**src/rtl/scan_loader_pkg.sv**
```systemverilog
package scan_loader_pkg;
  // Position inside one scan cycle; the order is the phase sequence.
  typedef enum logic [1:0] {
    STEP_GAP_A = 2'd0,
    STEP_PH1   = 2'd1,
    STEP_GAP_B = 2'd2,
    STEP_PH2   = 2'd3
  } step_e;
endpackage

```
**src/rtl/scan_step_gen.sv**
```systemverilog
module scan_step_gen
  import scan_loader_pkg::*;
#(
  parameter int DIV_W = 8
) (
  input  logic             clk,
  input  logic             rst_n,
  input  logic             run,
  input  logic [DIV_W-1:0] div,
  output step_e            step,
  output logic             step_last
);
  logic [DIV_W-1:0] cnt_q, cnt_d, lim_m1;
  step_e            step_q, step_d;

  assign lim_m1    = (div == '0) ? '0 : div - 1'b1;
  assign step_last = run && (cnt_q == lim_m1);
  assign step      = step_q;

  always_comb begin
    cnt_d  = cnt_q;
    step_d = step_q;
    if (!run) begin
      cnt_d  = '0;
      step_d = STEP_GAP_A;
    end else if (step_last) begin
      cnt_d  = '0;
      step_d = step_e'(step_q + 2'd1);
    end else begin
      cnt_d  = cnt_q + 1'b1;
    end
  end

  always_ff @(posedge clk or negedge rst_n) begin
    if (!rst_n) begin
      cnt_q  <= '0;
      step_q <= STEP_GAP_A;
    end else begin
      cnt_q  <= cnt_d;
      step_q <= step_d;
    end
  end
endmodule

```
**src/rtl/scan_frame_ctrl.sv**
```systemverilog
module scan_frame_ctrl
  import scan_loader_pkg::*;
#(
  parameter int DATA_W    = 32,
  parameter int ADDR_W    = 32,
  parameter int FRAME_LEN = 496,
  parameter int DIV_W     = 8
) (
  input  logic              clk,
  input  logic              rst_n,
  input  logic              in_valid,
  output logic              in_ready,
  input  logic [ADDR_W-1:0] in_addr,
  input  logic [DATA_W-1:0] in_data,
  input  logic              in_read,
  input  logic              in_last,
  input  logic [DIV_W-1:0]  div_cfg,
  input  step_e             step,
  input  logic              step_last,
  output logic              run,
  output logic [DIV_W-1:0]  div_q,
  output logic              sc_din,
  output logic              sc_upd,
  output logic              sc_rdmode,
  input  logic              sc_ret,
  output logic [DATA_W-1:0] rd_data,
  output logic              rd_valid,
  output logic              core_rst_n,
  output logic              done
);
  localparam int IDX_W = $clog2(FRAME_LEN);
  localparam logic [IDX_W-1:0] IDX_LAST = IDX_W'(FRAME_LEN - 1);
  localparam logic [IDX_W-1:0] IDX_CAP  = IDX_W'(FRAME_LEN - DATA_W);

  logic              busy_q, busy_d;
  logic [IDX_W-1:0]  idx_q, idx_d, pos;
  logic [ADDR_W-1:0] addr_q, addr_d;
  logic [DATA_W-1:0] data_q, data_d, rsh_q, rsh_d;
  logic              read_q, read_d, last_q, last_d;
  logic [DIV_W-1:0]  div_d;
  logic              rdv_q, rdv_d, core_q, core_d, done_q, done_d;
  logic              accept, cyc_end, frame_end, cap, fbit;

  assign accept    = in_valid && !busy_q;
  assign cyc_end   = busy_q && step_last && (step == STEP_PH2);
  assign frame_end = cyc_end && (idx_q == IDX_LAST);
  assign cap       = cyc_end && read_q && (idx_q >= IDX_CAP);
  assign pos       = IDX_LAST - idx_q;

  // Frame bit for the current scan cycle: data low, address above, zeros beyond.
  always_comb begin
    fbit = 1'b0;
    for (int k = 0; k < DATA_W; k++)
      if (pos == IDX_W'(k)) fbit = data_q[k];
    for (int k = 0; k < ADDR_W; k++)
      if (pos == IDX_W'(DATA_W + k)) fbit = addr_q[k];
  end

  always_comb begin
    busy_d = busy_q;
    idx_d  = idx_q;
    addr_d = addr_q;
    data_d = data_q;
    read_d = read_q;
    last_d = last_q;
    div_d  = div_q;
    rsh_d  = rsh_q;
    core_d = core_q;
    rdv_d  = frame_end && read_q;
    done_d = frame_end && last_q;
    if (accept) begin
      busy_d = 1'b1;
      idx_d  = '0;
      addr_d = in_addr;
      data_d = in_data;
      read_d = in_read;
      last_d = in_last;
      div_d  = div_cfg;
      core_d = 1'b0;
    end else if (cyc_end) begin
      if (cap) rsh_d = {rsh_q[DATA_W-2:0], sc_ret};
      if (frame_end) begin
        busy_d = 1'b0;
        if (last_q) core_d = 1'b1;
      end else begin
        idx_d = idx_q + 1'b1;
      end
    end
  end

  always_ff @(posedge clk or negedge rst_n) begin
    if (!rst_n) begin
      busy_q <= 1'b0;
      idx_q  <= '0;
      addr_q <= '0;
      data_q <= '0;
      read_q <= 1'b0;
      last_q <= 1'b0;
      div_q  <= '0;
      rsh_q  <= '0;
      rdv_q  <= 1'b0;
      core_q <= 1'b0;
      done_q <= 1'b0;
    end else begin
      busy_q <= busy_d;
      idx_q  <= idx_d;
      addr_q <= addr_d;
      data_q <= data_d;
      read_q <= read_d;
      last_q <= last_d;
      div_q  <= div_d;
      rsh_q  <= rsh_d;
      rdv_q  <= rdv_d;
      core_q <= core_d;
      done_q <= done_d;
    end
  end

  assign in_ready   = !busy_q;
  assign run        = busy_q;
  assign sc_din     = busy_q && fbit;
  assign sc_upd     = busy_q && (idx_q == IDX_LAST);
  assign sc_rdmode  = busy_q && read_q;
  assign rd_data    = rsh_q;
  assign rd_valid   = rdv_q;
  assign core_rst_n = core_q;
  assign done       = done_q;
endmodule

```
**src/rtl/scan_loader.sv**
```systemverilog
module scan_loader
  import scan_loader_pkg::*;
#(
  parameter int DATA_W    = 32,
  parameter int ADDR_W    = 32,
  parameter int FRAME_LEN = 496,
  parameter int DIV_W     = 8
) (
  input  logic              clk,
  input  logic              rst_n,
  input  logic [DIV_W-1:0]  div_cfg,
  input  logic              in_valid,
  output logic              in_ready,
  input  logic [ADDR_W-1:0] in_addr,
  input  logic [DATA_W-1:0] in_data,
  input  logic              in_read,
  input  logic              in_last,
  output logic              sc_din,
  output logic              sc_ph1,
  output logic              sc_ph2,
  output logic              sc_upd,
  output logic              sc_rdmode,
  input  logic              sc_ret,
  output logic [DATA_W-1:0] rd_data,
  output logic              rd_valid,
  output logic              core_rst_n,
  output logic              done
);
  step_e            step;
  logic             step_last, run;
  logic [DIV_W-1:0] div_q;

  scan_step_gen #(.DIV_W(DIV_W)) i_step (
    .clk(clk), .rst_n(rst_n), .run(run), .div(div_q),
    .step(step), .step_last(step_last)
  );

  scan_frame_ctrl #(
    .DATA_W(DATA_W), .ADDR_W(ADDR_W), .FRAME_LEN(FRAME_LEN), .DIV_W(DIV_W)
  ) i_frame (
    .clk(clk), .rst_n(rst_n),
    .in_valid(in_valid), .in_ready(in_ready), .in_addr(in_addr),
    .in_data(in_data), .in_read(in_read), .in_last(in_last),
    .div_cfg(div_cfg), .step(step), .step_last(step_last),
    .run(run), .div_q(div_q),
    .sc_din(sc_din), .sc_upd(sc_upd), .sc_rdmode(sc_rdmode),
    .sc_ret(sc_ret), .rd_data(rd_data), .rd_valid(rd_valid),
    .core_rst_n(core_rst_n), .done(done)
  );

  assign sc_ph1 = run && (step == STEP_PH1);
  assign sc_ph2 = run && (step == STEP_PH2);
endmodule

```
**config.mk**
```make
export PLATFORM = sky130hd
export DESIGN_NAME = scan_loader
export DESIGN_NICKNAME = d
export VERILOG_FILES = /design/src/rtl/scan_loader_pkg.sv /design/src/rtl/scan_step_gen.sv /design/src/rtl/scan_frame_ctrl.sv /design/src/rtl/scan_loader.sv
export SDC_FILE = /design/constraint.sdc
export NUM_CORES = 1
export LEC_CHECK = 0
export ABC_AREA = 1
export ABC_CLOCK_PERIOD_IN_PS = 4100
export CORE_MARGIN = 5
export CORE_UTILIZATION = 40
export CTS_CLUSTER_DIAMETER = 150
export DETAILED_ROUTE_END_ITERATION = 6
export DONT_BUFFER_PORTS = 1
export GPL_TIMING_DRIVEN = 0
export HOLD_SLACK_MARGIN = 0.03
export PLACE_DENSITY = 0.61
export SYNTH_ARGS = -nofsm -noshare
export SYNTH_HDL_FRONTEND = slang
export SYNTH_SLANG_ARGS = --single-unit
```
**constraint.sdc**
```tcl
create_clock -name clk -period 4.1 [get_ports clk]
set_clock_uncertainty 0.15 [all_clocks]
set_input_delay 0.205 -clock clk [delete_from_list [all_inputs] [get_ports clk]]
set_output_delay 0.205 -clock clk [all_outputs]
set_load 0.01 [all_outputs]
```
==> impl_metrics.csv <==
group,metric,value,unit
outcome,outcome,"finished with violations",
outcome,violations,"setup timing",
synth,synth_largest_area_cell,"dfrtp_1",
clock_network,clockBufferDepth,2,
timing,slew_headroom,0.452,
setup_path,reg2reg_depth,15,
synth,post_synth.cell_area_avg,7.70,um2
finish,syn2layout_area_growth,26.7,%
synth,synth_compound_gate_area_share,0.0613,
clock_network,clkTransAtPathRegs,0.07,ns
synth,synth_xor_xnor_area_share,0.0169,
place,io_buffer_count,0,
finish,antenna_cells,0,
min_path,worstHoldPathType,"in -> async",
synth,synthAdderAreaFrac,0.0150,
timing,hold_viol,0,
grt,grt_pass1_wl,29400,um
synth,postSynthRegisterBits,129,
clock_network,cts_sinks,129,
setup_path,r2r-start,"i_frame.div_q[0]",
synth,syn_area,6680,um2
pwr,p_leak,4.31,nW
clock_network,htree_levels,4,
detailed_routing,vias_per_cell,4.79,
synth,synth_area_leaders,"dfrtp_1, nand2_1, inv_1, mux2_2, nor2_1",
clock_network,clkLatencyLatePin,0.43,ns
synth,synth_seq_area_share,0.484,
setup_path,crit_arrival,5.07,ns
grt,grt_max_degree,130,
timing,fin_crit,5.43,ns
timing,slew_viol_final,0,
synth,synth_edf_count,0,
setup_path,critPathSlowestCell,"nor3_1",
place,placed_area,6970,um2
setup_path,cp.required,3.74,ns
floorplan,core,16500,um2
timing,max_freq,184,MHz
floorplan,die_area,19400,um2
setup_path,cp_common_cell,"nand2_1",
pwr,ir_worst_vdd,0.298,mV
clock_network,numCtsBuffers,17,
detailed_routing,vias,5750,
timing,fin_crit_sh,1.32,
detailed_routing,drt_wl_total,18100,um
synth,synthCells,867,
finish,fill_cells,1626,
finish,post-route-util,0.514,
setup_path,setup.worst_path.class,"reg -> out",
place,dp.final_hpwl,12800,um
synth,yosys.area_share.simple,0.287,
timing,finalSetupTns,-1.33,ns
pwr,p_per_area,337,nW/um2
clock_network,root_buffer,"clkbuf_16",
grt,grt_antenna_before_repair,0,
setup_path,cp-startpoint,"i_frame.idx_q[4]",
synth,yosysWarnings,0,
timing,rsz0062_at_grt,"true",
synth,syn_nets,953,
synth,ys_types,39,
timing,worstMarginPinSlew,0.816,ns
detailed_routing,drcViolationCount,0,
synth,synth_top_family_by_area,"simple AND/OR/NAND/NOR gates",
grt,grt_usage,0.190,
timing,report.final.setup_viol,1,
synth,ys.flop_type,"dfrtp_1",
detailed_routing,ant_nets,0,
setup_path,cpPeakStageDelay,0.59,ns
synth,synth.area.mux_share,0.0540,
finish,design_area,8460,um2
flow_run,cap_violations,0,
finish,final_nets,1053,
grt,overflow,0,
setup_path,cp_max_fo,10,
setup_path,critPathCaptureType,"primary output",
finish,stdcell_count,1200,
detailed_routing,avgRoutedWirePerCell,15.0,um
grt,grt_pass1_vias,5658,
clock_network,cts_tree,"built",
floorplan,num_rows,47,
floorplan,die_height,139,um
place,dp.cells,1087,
floorplan,die_x,139,um
synth,synth_top_area_share,0.484,
setup_path,cp-start-kind,"flip-flop",
finish,drive_gt1_frac,0.116,
detailed_routing,firstDrtPassIters,4,
timing,setup_slack,-1.33,ns
synth,async_reset_ff_frac,1.00,
place,place.gp.congestion,0.917,
floorplan,io_pins,119,
floorplan,initial_core_util,0.405,
detailed_routing,drtIter0Drc,426,
## layout make-up
| class | instances | area (um2) | area share |
|---|---|---|---|
| multi-input combinational | 594 | 2990 | 0.353 |
| inverter | 119 | 457 | 0.0540 |
| clock buffer | 17 | 425 | 0.0503 |
| timing repair buffer | 81 | 818 | 0.0967 |
| clock inverter | 15 | 158 | 0.0186 |
| buffer | 25 | 106 | 0.0126 |
| tap | 220 | 275 | 0.0325 |
| sequential | 129 | 3230 | 0.382 |
## synth_stat cells (2+ instances only)
master,number
dfrtp_1,129
clkbuf_1,22
mux2_2,32
o22ai_1,10
nand2_1,337
inv_1,111
nor4_1,3
or2_2,4
a31o_2,5
xor2_1,8
nand3_1,33
nor2_2,2
nand4_1,9
xnor2_1,3
inv_2,7
a21oi_1,9
ha_1,8
o21a_1,2
nor2_1,67
o31ai_1,5
nor3_1,8
nand3_2,2
o21ai_0,35
## registers in the layout (all words and copies together) (netlist names)
| name | cells |
|---|---|
| i_frame.addr_q | 32 |
| i_frame.data_q | 32 |
| i_frame.rd_data | 32 |
| i_frame.idx_q | 9 |
| i_frame.div_q | 8 |
| i_step.cnt_q | 8 |
| i_step.step | 2 |
| i_frame.core_rst_n | 1 |
| i_frame.done | 1 |
| i_frame.last_q | 1 |
| i_frame.rd_valid | 1 |
| i_frame.read_q | 1 |
| i_frame.run | 1 |
## where the power goes
part	internal, mW	switching (mW)
Combinational	0.0509	0.0371
Clock	0.815	0.676
Sequential	1.27	0
## cell usage in the layout (no fill, tap or decap), types with 4 or more instances in the layout
cell,instances
nand3_1,32
a21oi_1,9
nor2_1,65
mux2_2,32
clkbuf_1,22
nand2_1,335
o22ai_1,10
inv_6,6
a31o_2,5
or2_2,4
clkbuf_16,17
inv_8,5
nand4_1,9
inv_2,7
xor2_1,8
o21ai_0,35
dfrtp_1,127
inv_1,107
ha_4,4
ha_1,4
o31ai_1,5
inv_4,4
buf_4,5
nor3_1,8
dlygate4sd3_1,76
## final timing paths
kind	end	slack, ns
hold / removal	i_frame.rd_data[14]	0.24
hold reg to reg	i_frame.addr_q[17]	0.34
setup / recovery	sc_din	-1.33
max in group asynchronous	i_frame.idx_q[1]	3.06
setup reg to reg	i_frame.rd_data[19]	0.47
min in group clk	i_frame.idx_q[6]	0.24
## per-layer routing
metal,GRT usage,wire length (um),up-vias
li1,-,-,2895
met5,0,0,-
met1,0.256,8390,2677
met3,0.0497,939,32
met2,0.293,8190,146
met4,0.0778,542,0
## worst max-delay path, delay by kind of cell (launching register included)
kind	cells	cell delay [ns]
and+or+nand+nor	55	3.77
DFF	1	0.47
AOI/OAI and AO/OA	1	0.21
xor gates and xnor gates	1	0.19
buffers and inverters	1	0.04
## cells by family after synthesis
family,after synthesis
AOI/OAI and AO/OA,70
xor gates and xnor gates,12
adders and majority gates,8
buffers and inverters,144
DFF,129
muxes,32
and+or+nand+nor,472
## metrics by stage
stage	power (mW)	hold slack (ns)	setup slack, ns
2_1_floorplan	1.30	-0.241	-0.178
4_1_cts	2.89	0.227	-1.31
3_5_place_dp	1.30	-0.237	-0.943
6_report	2.85	0.238	-1.33
3_3_place_gp	1.30	-0.238	-0.933
5_1_grt	2.96	0.263	-1.87
## what timing repair did
| action | 4_1_cts | 5_1_grt |
|---|---|---|
| buffers inserted | 2 | 2 |
| pin swaps | 3 | 5 |
| endpoints found under the setup margin | 4 | 31 |
| hold endpoints to repair | 204 | 0 |
| hold buffers | 77 | 0 |
| resized for setup | 8 | 11 |
Note: power is estimated with default switching activity, not from simulation.
